`src/rtl/i2c_bitrate_pkg.sv`:
```
package i2c_bitrate_pkg;
    localparam int unsigned LIN_W_DEF   = 4;
    localparam int unsigned EXP_W_DEF   = 3;
    localparam int unsigned SLOTS_DEF   = 10;
    localparam logic [6:0]  RATE_RST    = 7'h44;

    // restart cause seen by the counter stages
    typedef enum logic [1:0] {
        RUN_FREE = 2'd0,
        RUN_HALT = 2'd1,
        RUN_LOAD = 2'd2
    } run_mode_e;
endpackage

```
`src/rtl/i2c_bitrate_reg.sv`:
```
module i2c_bitrate_reg #(
    parameter int unsigned         RW      = 7,
    parameter logic [RW-1:0]       RST_VAL = '0
) (
    input  logic          clk_i,
    input  logic          rst_ni,
    input  logic          soft_rst_i,
    input  logic          wr_en_i,
    input  logic [RW-1:0] wr_data_i,
    output logic [RW-1:0] rate_o
);
    typedef struct packed {
        logic [RW-1:0] rate;
    } reg_state_t;

    reg_state_t st_d, st_q;

    always_comb begin
        st_d = st_q;
        if (soft_rst_i) begin
            st_d.rate = RST_VAL;
        end else if (wr_en_i) begin
            st_d.rate = wr_data_i;
        end
    end

    always_ff @(posedge clk_i or negedge rst_ni) begin
        if (!rst_ni) begin
            st_q.rate <= RST_VAL;
        end else begin
            st_q <= st_d;
        end
    end

    assign rate_o = st_q.rate;

    p_soft_restore_r5: assert property (@(posedge clk_i) disable iff (!rst_ni)
        soft_rst_i |=> (rate_o == RST_VAL));

    p_write_store_r2: assert property (@(posedge clk_i) disable iff (!rst_ni)
        (wr_en_i && !soft_rst_i) |=> (rate_o == $past(wr_data_i)));
endmodule

```
`src/rtl/i2c_bitrate_prescale.sv`:
```
module i2c_bitrate_prescale
    import i2c_bitrate_pkg::*;
#(
    parameter int unsigned EXP_W = 3,
    localparam int unsigned CW   = (1 << EXP_W) - 1
) (
    input  logic             clk_i,
    input  logic             rst_ni,
    input  run_mode_e        mode_i,
    input  logic [EXP_W-1:0] exp_i,
    output logic             stage_o,
    output logic [CW-1:0]    cnt_o
);
    typedef struct packed {
        logic [CW-1:0] cnt;
    } pre_state_t;

    pre_state_t    st_d, st_q;
    logic [CW-1:0] limit;

    // limit = 2^N - 1
    always_comb begin
        limit = '0;
        for (int i = 0; i < CW; i++) begin
            if (i < int'(exp_i)) limit[i] = 1'b1;
        end
    end

    assign stage_o = (mode_i == RUN_FREE) && (st_q.cnt == limit);

    always_comb begin
        st_d = st_q;
        if (mode_i != RUN_FREE) begin
            st_d.cnt = '0;
        end else if (st_q.cnt == limit) begin
            st_d.cnt = '0;
        end else begin
            st_d.cnt = st_q.cnt + 1'b1;
        end
    end

    always_ff @(posedge clk_i or negedge rst_ni) begin
        if (!rst_ni) begin
            st_q.cnt <= '0;
        end else begin
            st_q <= st_d;
        end
    end

    assign cnt_o = st_q.cnt;

    p_pre_bound_r3: assert property (@(posedge clk_i) disable iff (!rst_ni)
        (mode_i == RUN_FREE) |-> (cnt_o <= limit));
endmodule

```
`src/rtl/i2c_bitrate_linear.sv`:
```
module i2c_bitrate_linear
    import i2c_bitrate_pkg::*;
#(
    parameter int unsigned LIN_W = 4
) (
    input  logic             clk_i,
    input  logic             rst_ni,
    input  run_mode_e        mode_i,
    input  logic             stage_i,
    input  logic [LIN_W-1:0] lin_i,
    output logic             adv_o,
    output logic             tick_o,
    output logic [LIN_W-1:0] cnt_o
);
    typedef struct packed {
        logic [LIN_W-1:0] cnt;
        logic             tick;
    } lin_state_t;

    lin_state_t st_d, st_q;

    assign adv_o = (mode_i == RUN_FREE) && stage_i && (st_q.cnt == lin_i);

    always_comb begin
        st_d      = st_q;
        st_d.tick = adv_o;
        if (mode_i != RUN_FREE) begin
            st_d.cnt = '0;
        end else if (stage_i) begin
            if (st_q.cnt == lin_i) st_d.cnt = '0;
            else                   st_d.cnt = st_q.cnt + 1'b1;
        end
    end

    always_ff @(posedge clk_i or negedge rst_ni) begin
        if (!rst_ni) begin
            st_q <= '0;
        end else begin
            st_q <= st_d;
        end
    end

    assign tick_o = st_q.tick;
    assign cnt_o  = st_q.cnt;

    p_lin_bound_r3: assert property (@(posedge clk_i) disable iff (!rst_ni)
        (mode_i == RUN_FREE) |-> (cnt_o <= lin_i));
endmodule

```
`src/rtl/i2c_bitrate_phase.sv`:
```
module i2c_bitrate_phase
    import i2c_bitrate_pkg::*;
#(
    parameter int unsigned SLOTS = 10,
    localparam int unsigned PW   = $clog2(SLOTS),
    localparam int unsigned HALF = SLOTS / 2
) (
    input  logic          clk_i,
    input  logic          rst_ni,
    input  run_mode_e     mode_i,
    input  logic          adv_i,
    output logic [PW-1:0] phase_o,
    output logic          scl_ref_o
);
    typedef struct packed {
        logic [PW-1:0] phase;
        logic          lvl;
    } ph_state_t;

    ph_state_t st_d, st_q;

    always_comb begin
        st_d = st_q;
        if (mode_i != RUN_FREE) begin
            st_d.phase = '0;
        end else if (adv_i) begin
            if (st_q.phase == PW'(SLOTS - 1)) st_d.phase = '0;
            else                               st_d.phase = st_q.phase + 1'b1;
        end
        st_d.lvl = (st_d.phase >= PW'(HALF));
    end

    always_ff @(posedge clk_i or negedge rst_ni) begin
        if (!rst_ni) begin
            st_q <= '0;
        end else begin
            st_q <= st_d;
        end
    end

    assign phase_o   = st_q.phase;
    assign scl_ref_o = st_q.lvl;

    p_phase_range_r7: assert property (@(posedge clk_i) disable iff (!rst_ni)
        phase_o < PW'(SLOTS));

    p_phase_hold_r7: assert property (@(posedge clk_i) disable iff (!rst_ni)
        (mode_i == RUN_FREE && !adv_i) |=> $stable(phase_o));
endmodule

```
`src/rtl/i2c_bitrate_div.sv`:
```
module i2c_bitrate_div
    import i2c_bitrate_pkg::*;
#(
    parameter int unsigned LIN_W = LIN_W_DEF,
    parameter int unsigned EXP_W = EXP_W_DEF,
    parameter int unsigned SLOTS = SLOTS_DEF,
    localparam int unsigned RW   = LIN_W + EXP_W,
    localparam int unsigned PW   = $clog2(SLOTS),
    localparam int unsigned CW   = (1 << EXP_W) - 1
) (
    input  logic          clk_i,
    input  logic          rst_ni,
    input  logic          soft_rst_i,
    input  logic          en_i,
    input  logic          wr_en_i,
    input  logic [RW-1:0] wr_data_i,
    output logic [RW-1:0] rate_o,
    output logic          tick_o,
    output logic [PW-1:0] phase_o,
    output logic          scl_ref_o
);
    run_mode_e        mode;
    logic             stage;
    logic             adv;
    logic [CW-1:0]    pre_cnt;
    logic [LIN_W-1:0] lin_cnt;

    always_comb begin
        if (soft_rst_i || wr_en_i) mode = RUN_LOAD;
        else if (!en_i)            mode = RUN_HALT;
        else                       mode = RUN_FREE;
    end

    i2c_bitrate_reg #(
        .RW      (RW),
        .RST_VAL (RW'(RATE_RST))
    ) u_reg (
        .clk_i      (clk_i),
        .rst_ni     (rst_ni),
        .soft_rst_i (soft_rst_i),
        .wr_en_i    (wr_en_i),
        .wr_data_i  (wr_data_i),
        .rate_o     (rate_o)
    );

    i2c_bitrate_prescale #(
        .EXP_W (EXP_W)
    ) u_pre (
        .clk_i   (clk_i),
        .rst_ni  (rst_ni),
        .mode_i  (mode),
        .exp_i   (rate_o[EXP_W-1:0]),
        .stage_o (stage),
        .cnt_o   (pre_cnt)
    );

    i2c_bitrate_linear #(
        .LIN_W (LIN_W)
    ) u_lin (
        .clk_i   (clk_i),
        .rst_ni  (rst_ni),
        .mode_i  (mode),
        .stage_i (stage),
        .lin_i   (rate_o[RW-1:EXP_W]),
        .adv_o   (adv),
        .tick_o  (tick_o),
        .cnt_o   (lin_cnt)
    );

    i2c_bitrate_phase #(
        .SLOTS (SLOTS)
    ) u_ph (
        .clk_i     (clk_i),
        .rst_ni    (rst_ni),
        .mode_i    (mode),
        .adv_i     (adv),
        .phase_o   (phase_o),
        .scl_ref_o (scl_ref_o)
    );

    p_restart_r4: assert property (@(posedge clk_i) disable iff (!rst_ni)
        (wr_en_i || soft_rst_i) |=> (pre_cnt == '0 && lin_cnt == '0 && !tick_o));

    p_quiet_disabled_r6: assert property (@(posedge clk_i) disable iff (!rst_ni)
        !en_i |=> (!tick_o && phase_o == '0));

    p_tick_pulse_r3: assert property (@(posedge clk_i) disable iff (!rst_ni)
        (tick_o && rate_o != '0 && !wr_en_i && !soft_rst_i) |=> !tick_o);
endmodule

```
`config.mk`:
```
export PLATFORM = sky130hd
export DESIGN_NAME = i2c_bitrate_div
export DESIGN_NICKNAME = d
export VERILOG_FILES = /design/src/rtl/i2c_bitrate_pkg.sv /design/src/rtl/i2c_bitrate_reg.sv /design/src/rtl/i2c_bitrate_prescale.sv /design/src/rtl/i2c_bitrate_linear.sv /design/src/rtl/i2c_bitrate_phase.sv /design/src/rtl/i2c_bitrate_div.sv
export SDC_FILE = /design/constraint.sdc
export NUM_CORES = 1
export LEC_CHECK = 0
export CORE_MARGIN = 4
export CORE_UTILIZATION = 47
export DETAILED_ROUTE_END_ITERATION = 12
export GPL_TIMING_DRIVEN = 0
export PLACE_DENSITY_LB_ADDON = 0.2
export SETUP_SLACK_MARGIN = 0.5
export SYNTH_ARGS = -nofsm -noshare
export SYNTH_HDL_FRONTEND = slang
export SYNTH_SLANG_ARGS = --single-unit
```
`constraint.sdc`:
```
create_clock -name clk_i -period 2.03 [get_ports clk_i]
set_clock_uncertainty 0.05 [all_clocks]
set_input_delay 0.609 -clock clk_i [delete_from_list [all_inputs] [get_ports clk_i]]
set_output_delay 0.609 -clock clk_i [all_outputs]
set_load 0.005 [all_outputs]
```
==> summary.md, run 1 <==
| Metric | Value |
|---|---|
| Storage cell area | 609 sq um |
| Mux contribution to synthesized area | 7.99% |
| Hold Path Class | in -> async |
| DIE AREA | 4020 sq um |
| Filler cell count in the final layout | 189 |
| Crit Path Category | reg -> reg |
| Worst slew pin tran | 600 ps |
| Synthesis-stage register bit count | 24 |
| Hold Vio Cnt, Final | 0 |
| Relative slew slack | 60.0% |
| Count of unresolved DRC violations after routing | 0 |
| Iteration-0 DRC Markers | 31 |
| Sink count of the clock tree | 24 |
| Area of combinational cells with multiple inputs | 853 sq um |
| Number of synthesized flops with an enable pin | 0 |
| Highest ir drop seen on vdd | 0.453 mV |
| Leakage power summed over all cells | 0.927 nW |
| Total routing resource utilization after global routing | 18.0% |
| Main combinational cell family by area after synthesis | simple AND/OR/NAND/NOR gates |
| Total routed wirelength | 3410 um |
| Number of core rows | 19 |
| Num ports | 25 |
| Count of buffers from port buffering | 23 |
| Simple-gate share of the synthesized area | 25.7% |
| Average wire per cell in the routed design | 14.6 um |
| Post-route total power | 0.901 mW |
| P&R area growth vs syn | 43.6% |
| Total placed instance area | 1720 sq um |
| CTS Buffer Depth | 2 |
| Net Count, Synth | 161 |
| Final clock period utilization by the worst path | 105% |
| Proportion of layout cells with a drive suffix above 1 | 42.1% |
| Async SR Flop Fraction | 100% |
| Clock period minus final worst setup slack | 2140 ps |
| Violations in the final reports | setup timing |
| Syn. warnings | 0 |
| Final estimated routing congestion in global placement | 0.843 |
| Critical Path Start Type | register |
| Chip Width | 63.4 um |
| Maximum level of the CTS H-tree | 1 |
| Data required, critical path | 2270 ps |
| Iteration count of the initial detailed-routing pass | 4 |
| Sequential fraction of the synthesis area | 41.8% |
| Compound-gate portion of the synthesized area | 11.2% |
| Biggest fanout along the worst timing path | 4 |
| Core area | 2850 sq um |
| Drt via density | 5.61 |
| CTS tree | done |
| Worst Setup End Kind | register |
| Post-synthesis cell count | 147 |
| Antenna cell count | 0 |
| Setup-failing EPs final | 7 |
| Count of different cell masters after synthesis | 39 |
| Clock-pin slew on the worst setup and hold paths | 130 ps |
| Top_reg_cell synth | dfrtp_1 |
| Result of the run | finished, violations left |
| Post-DRT Antenna Nets | 0 |
| DIE HEIGHT | 63.4 um |
| Vias | 1308 |
| PwrDens | 436 nW/um^2 |
| Worst Setup Slack, final | -111 ps |
| Endpoint arrival time on the critical path | 2380 ps |
| Cell depth of the worst flop-to-flop path | 6 |
| Worst skew pair latency | 330 ps |
| Congestion Overflow GR | 0 |
| Pin count of the biggest net entering global routing | 25 |
| Nets | 218 |
| Top cells by area, synth | dfrtp_1 38%, mux2i_1 6.9%, nor2_1 4.9% |
| Number of global-route vias before repair | 1278 |
| First-pass GRT wire length | 5690 um |
| XOR/XNOR Fraction of Synth Area | 6.68% |
| Starting utilization of the core area | 50.5% |
| Root cell of the clock tree | clkbuf_4 |
| Count of pins over their slew limit | 0 |
| Unrepaired setup endpoints after global routing | yes |
| Cell type with the highest aggregate area in the netlist | dfrtp_1 |
| Max Cap Viol | 0 |
| Fmax | 467 MHz |
| Post-synthesis average cell area | 9.81 sq um |
| Netlist Area Pre-Place | 1440 sq um |
| Number of antenna violations at the first check in global routing | 0 |
| Final total negative setup slack | -385 ps |
| Post-place setup slack | -772 ps |
| Portion of synthesized cell area occupied by the leading cell type | 38.2% |
| Area of all placed cells without fillers | 2070 sq um |
| Clock buffer count from CTS | 3 |
| Final HPWL from detailed placement | 2060 um |
| Share of synthesized cell area in full adder, half adder and majority cells | 1.74% |
power breakdown:
part	leakage (nW)	total (mW)	switching [mW]	internal, mW
Sequential	0.317	0.498	0.00889	0.490
Combinational	0.596	0.180	0.0800	0.0996
Clock	0.0138	0.223	0.153	0.0700
area by class of cell:
class,instances,share of cell area (%)
buffer,7,3.02
clock buffer,3,1.09
inverter,7,1.27
multi-input combinational,109,41.2
sequential,24,29.4
tap,31,1.87
timing repair buffer,52,22.1
layer usage:
layer  global-route usage [%]  vias up  routed length (um)
met5                        0        -                   0
met4                     8.89        0                  87
met3                     4.97        7                 189
met2                     30.8       39                1680
met1                     20.6      645                1460
li1                         -      617                   -
critical path, cell delays in order, from the launching register on:
cell and delay [ps]:
dfstp_2 580, xnor2_2 110, nand4_1 140, or3b_4 410, nor4_4 410, mux2_4 340
nand3_2 50
worst paths after layout:
path,startpoint,end,slack [ps]
min,rst_ni,u_ph.phase_o[0],200
min in group clk_i,wr_en_i,u_reg.rate_o[2],410
max reg2reg,u_reg.rate_o[6],u_ph.phase_o[3],-110
min reg2reg,u_pre.cnt_o[0],u_pre.cnt_o[0],550
max in group asynchronous,rst_ni,u_reg.rate_o[0],1300
max,u_reg.rate_o[6],u_ph.phase_o[3],-110
logic make-up (layout without fill, tap and decap cells):
group                      count (synthesis)  count (layout)
AOI/OAI and AO/OA                         22              22
xor gates and xnor gates                  11              11
adders and majority gates                  2               2
buffers and inverters                     14              69
DFF                                       24              24
muxes                                     11              11
and+or+nand+nor                           63              63
synthesized netlist by cell type (3+ instances only):
cell type  count
xnor2_1        8
o21ai_0        6
xor2_1         3
inv_1          7
a21oi_1        4
nand4_1        3
nand2_1       12
dfrtp_1       22
nor2b_1        5
mux2i_1       10
nor2_1        19
nand2b_1       3
nand3_1        8
o211ai_1       3
sequential cells by signal, summed over array words and instances, names as in the netlist:
name	cells
u_lin.cnt_o	4
u_ph.phase_o	4
u_reg.rate_o	7
u_lin.tick_o	1
u_pre.cnt_o	7
u_ph.scl_ref_o	1
what timing repair did:
action / CTS / global route
hold buffers: 0 / 0
gates resized for setup: 97 / 11
endpoints found under the setup margin: 52 / 33
pin swaps: 16 / 2
gates cloned: 1 / 0
buffers inserted: 17 / 11
stage by stage:
step                util (%)  instances  hold slack (ps)
floorplan                  -        147              263
global placement        60.4        201              487
detailed placement      60.4        201              500
CTS                     68.9        222              427
global route            72.5        233              232
finish                  72.5        233              197
layout by cell type (no fill, tap or decap), types with 2 or more instances in the layout:
master,n
mux2i_1,10
nor2b_1,5
xnor2_1,7
o22ai_2,3
o211ai_1,3
o21ai_0,4
nor4_4,2
buf_6,19
nor2_2,3
inv_1,7
nand2b_1,2
nand4b_1,2
nand3_2,2
buf_2,8
xor2_1,3
dfstp_2,2
o21ai_2,3
nand4_1,3
ha_1,2
dfrtp_2,5
nand3_1,7
nor2_1,13
buf_4,18
dfrtp_1,17
clkdlybuf4s50_1,7
buf_1,2
a21oi_1,3
clkbuf_4,3
nand2_1,12
a211oi_2,2
nor2_4,3
Note: power is estimated with default switching activity, not from simulation.
==> run 2: changes to the inputs <==
--- a/config.mk
+++ b/config.mk
@@ -10,6 +10,7 @@
 export DETAILED_ROUTE_END_ITERATION = 12
 export GPL_TIMING_DRIVEN = 0
 export PLACE_DENSITY_LB_ADDON = 0.2
+export REMOVE_ABC_BUFFERS = 1
 export SETUP_SLACK_MARGIN = 0.5
 export SYNTH_ARGS = -nofsm -noshare
 export SYNTH_HDL_FRONTEND = slang
==> summary.md, run 2 (synthesized netlist as in run 1, its figures left out) <==
| Metric | Value |
|---|---|
| Result of the run | finished, violations left |
| Violations in the final reports | setup timing |
| Crit Path Category | reg -> reg |
| Starting utilization of the core area | 50.5% (unchanged) |
| Pin count of the biggest net entering global routing | 25 (unchanged) |
| Post-route total power | 0.913 mW (+1.3%) |
| Critical path cell sequence | buf_6, nand3_4, a211oi_4, nor2_2, nor4_4, mux2_4, nand3_2 |
| Biggest fanout along the worst timing path | 6 (+2) |
| Antenna cell count | 0 (unchanged) |
| Top delay family on crit path | simple AND/OR/NAND/NOR gates |
| Congestion Overflow GR | 0 (unchanged) |
| Leakage power summed over all cells | 0.888 nW (-4.2%) |
| Register-to-register setup slack | -20 ps (+90 ps) |
| First-pass GRT wire length | 5590 um (-1.8%) |
| P&R area growth vs syn | 38.1% |
| Core area | 2850 sq um (unchanged) |
| Worst Setup Slack, final | -22.2 ps (+88.9 ps) |
| Final core area utilization | 69.8% (-2.8 points) |
| Critical Path Slowest Stage Cell | dfstp_2 |
| Unrepaired setup endpoints after global routing | yes |
| Chip Width | 63.4 um (unchanged) |
| Top library cells by usage in the layout, fill and taps aside | 18 x buf_4, 16 x nor2_1, 15 x dfrtp_1 |
| Highest ir drop seen on vdd | 0.430 mV (-5.1%) |
| PwrDens | 459 nW/um^2 (+5.4%) |
| Final estimated routing congestion in global placement | 0.793 (-5.9%) |
| Total instance count after detailed placement | 195 (-3.0%) |
| Worst hold slack after final layout | 498 ps (+301 ps) |
| Post-place setup slack | -1160 ps (-385 ps) |
| CTS tree | done |
| Total buffers and inverters traversed by the critical path | 1 (+1) |
| DIE AREA | 4020 sq um (unchanged) |
| Number of global-route vias before repair | 1225 (-4.1%) |
| Clock-pin slew on the worst setup and hold paths | 130 ps (about the same) |
| Cell depth of the worst flop-to-flop path | 7 (+1) |
| Hold-fix buffers at CTS | 0 (unchanged) |
| Iteration count of the initial detailed-routing pass | 4 (unchanged) |
| Number of core rows | 19 (unchanged) |
| Final clock period utilization by the worst path | 101% (-4.4 points) |
| Total routing resource utilization after global routing | 17.2% (-0.79 points) |
| Endpoint arrival time on the critical path | 2260 ps (-120 ps) |
| Final HPWL from detailed placement | 2080 um (+0.78%) |
| Root cell of the clock tree | clkbuf_4 |
| Hold Path Class | in -> async |
| Count of unresolved DRC violations after routing | 0 (unchanged) |
| Number of antenna violations at the first check in global routing | 0 (unchanged) |
| Reg-to-Reg End | u_ph.phase_o[3] |
| Count of pins over their slew limit | 0 (unchanged) |
| Cell Count, Final, Fillers Out | 225 (-3.4%) |
| Worst flop-to-flop path startpoint | u_reg.rate_o[2] |
| Average wire per cell in the routed design | 14.9 um (+1.9%) |
| Data required, critical path | 2240 ps (-30 ps) |
| Setup-failing EPs final | 1 (-6) |
| Maximum level of the CTS H-tree | 1 (unchanged) |
| Max Cap Viol | 0 (unchanged) |
| Clock period minus final worst setup slack | 2050 ps (-88.9 ps) |
| Critical Path Start Type | register |
| Iteration-0 DRC Markers | 56 (+81%) |
| Drt via density | 5.55 (-1.1%) |
| DIE HEIGHT | 63.4 um (unchanged) |
| Worst skew pair latency | 310 ps (-20 ps) |
| Launching element of the worst setup path | u_reg.rate_o[2] |
| Vias | 1249 (-4.5%) |
| Relative slew slack | 29.5% (-31 points) |
| Post-DRT Antenna Nets | 0 (unchanged) |
| Nets | 209 (-4.1%) |
| Clock buffer count from CTS | 3 (unchanged) |
| Num ports | 25 (unchanged) |
| Hold Vio Cnt, Final | 0 (unchanged) |
| Proportion of layout cells with a drive suffix above 1 | 39.7% (-2.4 points) |
| Largest stage delay, worst path | 570 ps (about the same) |
| Total routed wirelength | 3360 um (-1.6%) |
| Fmax | 487 MHz (+4.3%) |
| CTS Buffer Depth | 2 (unchanged) |
| Leading cell type in the layout, fill and taps excluded | buf_4 |
| Sink count of the clock tree | 24 (unchanged) |
| Count of buffers from port buffering | 24 (+4.3%) |
| Worst Setup End Kind | register |
| Worst slew pin tran | 1060 ps (+458 ps) |
-- run 2: layout make-up --
class                      instances  area, sq um
multi-input combinational        109          851
tap                               31         38.8
sequential                        24          612
timing repair buffer              50          427
inverter                           7         26.3
fill                             225          862
clock buffer                       4         36.3
-- run 2: worst reg2reg max path: stages (launching register included) --
cell and delay (ps):
dfstp_2 570, buf_6 130, nand3_4 80, a211oi_4 290
nor2_2 100, nor4_4 390, mux2_4 340, nand3_2 50
-- run 2: how the worst max path moves through the flow --
stage	endpoint	slack [ps]	depth (start not counted)
final	u_ph.phase_o[3]	-20	7
after global routing	u_ph.phase_o[3]	-100	7
after global placement	u_ph.phase_o[3]	-1110	7
after detailed placement	u_ph.phase_o[3]	-1160	7
after CTS	u_ph.phase_o[3]	-70	6
after floorplan	u_ph.phase_o[3]	-180	6
-- run 2: power by group --
group / total [mW] / leakage (nW) / internal, mW / switching, mW
Sequential: 0.500 / 0.313 / 0.490 / 0.0106
Combinational: 0.161 / 0.554 / 0.0846 / 0.0767
Clock: 0.252 / 0.0210 / 0.110 / 0.142
Total: 0.913 / 0.888 / 0.684 / 0.229
-- run 2: metrics by stage --
stage	cell area [sq um]	TNS, ps
final	1990	-22.2
after global routing	1990	-412
after CTS	1890	-172
after detailed placement	1680	-12310
after global placement	1680	-11240
after floorplan	1400	-513
-- run 2: layer usage --
layer  vias up  part of all wire (%)  track usage, %
li1        604                     -               -
met2        22                    53            30.6
met3         4                   2.4            2.84
met1       619                    44            21.1
met5         -                     0               0
met4         0                   1.3            5.66
-- run 2: timing repair --
action	4_1_cts	5_1_grt
setup endpoints to repair	58	33
pin swaps	14	6
resized for setup	77	26
setup buffers	21	5
==> run 3: changes to the inputs <==
--- a/config.mk
+++ b/config.mk
@@ -6,7 +6,7 @@
 export NUM_CORES = 1
 export LEC_CHECK = 0
 export CORE_MARGIN = 4
-export CORE_UTILIZATION = 47
+export CORE_UTILIZATION = 52
 export DETAILED_ROUTE_END_ITERATION = 12
 export GPL_TIMING_DRIVEN = 0
 export PLACE_DENSITY_LB_ADDON = 0.2
==> constraint.sdc (replaced) <==
create_clock -name clk_i -period 2.05 [get_ports clk_i]
set_clock_uncertainty 0.05 [all_clocks]
set_input_delay 0.615 -clock clk_i [delete_from_list [all_inputs] [get_ports clk_i]]
set_output_delay 0.615 -clock clk_i [all_outputs]
set_load 0.005 [all_outputs]
==> summary.md, run 3 (synthesized netlist as in run 1, its figures left out) <==
| Metric | Value |
|---|---|
| Fmax | 463 MHz (-5.1%) |
| DIE HEIGHT | 60.7 um (-4.3%) |
| Critical Path Slowest Stage Cell | nor4_4 |
| Chip Width | 60.7 um (-4.3%) |
| Worst slew pin tran | 1060 ps (+0.539 ps) |
| Antenna cell count | 0 (unchanged) |
| Proportion of layout cells with a drive suffix above 1 | 35.4% (-4.2 points) |
| Total instance count after detailed placement | 194 (-0.51%) |
| Iteration-0 DRC Markers | 70 (+25%) |
| Leading cell type in the layout, fill and taps excluded | dfrtp_1 |
| Final HPWL from detailed placement | 2130 um (+2.8%) |
| Setup-failing EPs final | 16 (+15) |
| Launching element of the worst setup path | u_reg.rate_o[2] |
| Largest stage delay, worst path | 420 ps (-150 ps) |
| Register-to-register setup slack | -110 ps (-90 ps) |
| Unrepaired setup endpoints after global routing | yes |
| Total routed wirelength | 3530 um (+5.2%) |
| Pin count of the biggest net entering global routing | 25 (unchanged) |
| Crit Path Category | reg -> reg |
| Starting utilization of the core area | 56.1% (+5.6 points) |
| Final clock period utilization by the worst path | 105% (+4.3 points) |
| Worst flop-to-flop path startpoint | u_reg.rate_o[2] |
| Number of antenna violations at the first check in global routing | 0 (unchanged) |
| Post-place setup slack | -1170 ps (-8.41 ps) |
| Post-DRT Antenna Nets | 0 (unchanged) |
| Clock-pin slew on the worst setup and hold paths | 130 ps (about the same) |
| Data required, critical path | 2270 ps (+30 ps) |
| PwrDens | 468 nW/um^2 (+1.9%) |
| Critical path cell sequence | buf_6, buf_6, or2_1, a211oi_2, nor2_1, nor4_4, mux2_4, nand3_2 |
| CTS Buffer Depth | 2 (unchanged) |
| Violations in the final reports | setup timing |
| Nets | 204 (-2.4%) |
| Core area | 2570 sq um (-10%) |
| Congestion Overflow GR | 0 (unchanged) |
| Iteration count of the initial detailed-routing pass | 4 (unchanged) |
| Leakage power summed over all cells | 0.845 nW (-4.9%) |
| Result of the run | finished, violations left |
| Cell depth of the worst flop-to-flop path | 8 (+1) |
| Hold-fix buffers at CTS | 0 (unchanged) |
| Clock period minus final worst setup slack | 2160 ps (+109 ps) |
| Number of core rows | 18 (-1) |
| Count of pins over their slew limit | 0 (unchanged) |
| Reg-to-Reg End | u_ph.phase_o[3] |
| Worst setup endpoint | u_ph.phase_o[3] |
| Vias | 1254 (+0.40%) |
| Count of unresolved DRC violations after routing | 0 (unchanged) |
| Number of global-route vias before repair | 1270 (+3.7%) |
| Hold Path Class | reg -> reg |
| Relative slew slack | 29.4% (-0.036 points) |
| Num ports | 25 (unchanged) |
| Top cell by count, worst path | buf_6 |
| Worst Setup Slack, final | -112 ps (-89.4 ps) |
| First-pass GRT wire length | 5730 um (+2.5%) |
| Final total negative setup slack | -781 ps (-759 ps) |
| Biggest fanout along the worst timing path | 4 (-2) |
| Final estimated routing congestion in global placement | 0.763 (-3.8%) |
| Endpoint arrival time on the critical path | 2380 ps (+120 ps) |
| Maximum level of the CTS H-tree | 1 (unchanged) |
| Worst Setup End Kind | register |
| DIE AREA | 3680 sq um (-8.4%) |
| Clock buffer count from CTS | 3 (unchanged) |
| Total routing resource utilization after global routing | 20.7% (+3.5 points) |
| Root cell of the clock tree | clkbuf_4 |
| Hold Vio Cnt, Final | 0 (unchanged) |
| CTS tree | done |
| Cell Count, Final, Fillers Out | 219 (-2.7%) |
| Highest ir drop seen on vdd | 0.643 mV (+50%) |
| Count of buffers from port buffering | 24 (unchanged) |
| Top library cells by usage in the layout, fill and taps aside | 17 x dfrtp_1, 14 x nor2_1, 13 x buf_6, 13 x buf_4, 12 x nand2_1 |
| Critical Path Start Type | register |
| P&R area growth vs syn | 33.9% |
| Drt via density | 5.73 (+3.2%) |
| Worst hold slack after final layout | 481 ps (-17.1 ps) |
| Max Cap Viol | 0 (unchanged) |
| Average wire per cell in the routed design | 16.1 um (+8.0%) |
| Worst skew pair latency | 320 ps (about the same) |
| Sink count of the clock tree | 24 (unchanged) |
run 3: changes by cell type in the layout (fill, tap and decap cells not counted), sizes merged:
cell | before | now
clkdlybuf4s50 | 7 | 9
clkbuf | 6 | 4
buf | 39 | 33
nand2b | 3 | 4
clkdlybuf4s15 | 1 | 0
dlygate4sd2 | 1 | 2
run 3: stage by stage:
step / power, mW / instance area, sq um / utilization [%]
2_1_floorplan: 0.556 / 1400 / -
4_1_cts: 0.902 / 1900 / 74.1
3_5_place_dp: 0.620 / 1680 / 65.3
5_1_grt: 0.942 / 1930 / 75.2
3_3_place_gp: 0.615 / 1680 / 65.3
6_report: 0.903 / 1930 / 75.2
run 3: final cells by class:
class                           count  area [sq um]
Multi-Input combinational cell    110           835
Fill cell                         184           637
Sequential cell                    24           609
Timing Repair Buffer               44           387
Tap cell                           30          37.5
Clock buffer                        4          36.3
Inverter                            7          26.3
run 3: worst max-delay path: cells and delay by family, from the launching register on:
kind	cells	cell delay (ps)
simple gates	4	840
compound gates	1	250
mux	1	340
flops	1	410
buf+inv	2	220
run 3: worst min path at each step:
stage	from	end	slack [ps]	cells after the start
after floorplan	rst_ni	u_lin.cnt_o[0]	270	0
final	u_pre.cnt_o[0]	u_pre.cnt_o[0]	480	1
after CTS	u_pre.cnt_o[0]	u_pre.cnt_o[0]	480	1
after detailed placement	u_lin.cnt_o[0]	u_lin.cnt_o[0]	510	1
after global placement	u_lin.cnt_o[0]	u_lin.cnt_o[0]	490	1
after global routing	u_pre.cnt_o[0]	u_pre.cnt_o[0]	520	1
run 3: what timing repair did:
action | CTS | global route
cloned | 1 | 0
pin swaps | 12 | 4
resized for setup | 88 | 4
buffers inserted | 19 | 1
endpoints found under the setup margin | 57 | 28
run 3: metal layers:
metal  up-vias  share of wire, %  wire length (um)  track usage [%]
met3         7               3.6               126             3.40
li1        592                 -                 -                -
met2        25                53              1870             36.8
met1       630                42              1470             25.7
met4         0               1.8                64             6.19
met5         -                 0                 0                0
run 3: where the power goes:
group	total [mW]	switching [mW]	internal, mW
Combinational	0.151	0.0735	0.0775
Clock	0.255	0.146	0.109
Sequential	0.496	0.0114	0.485
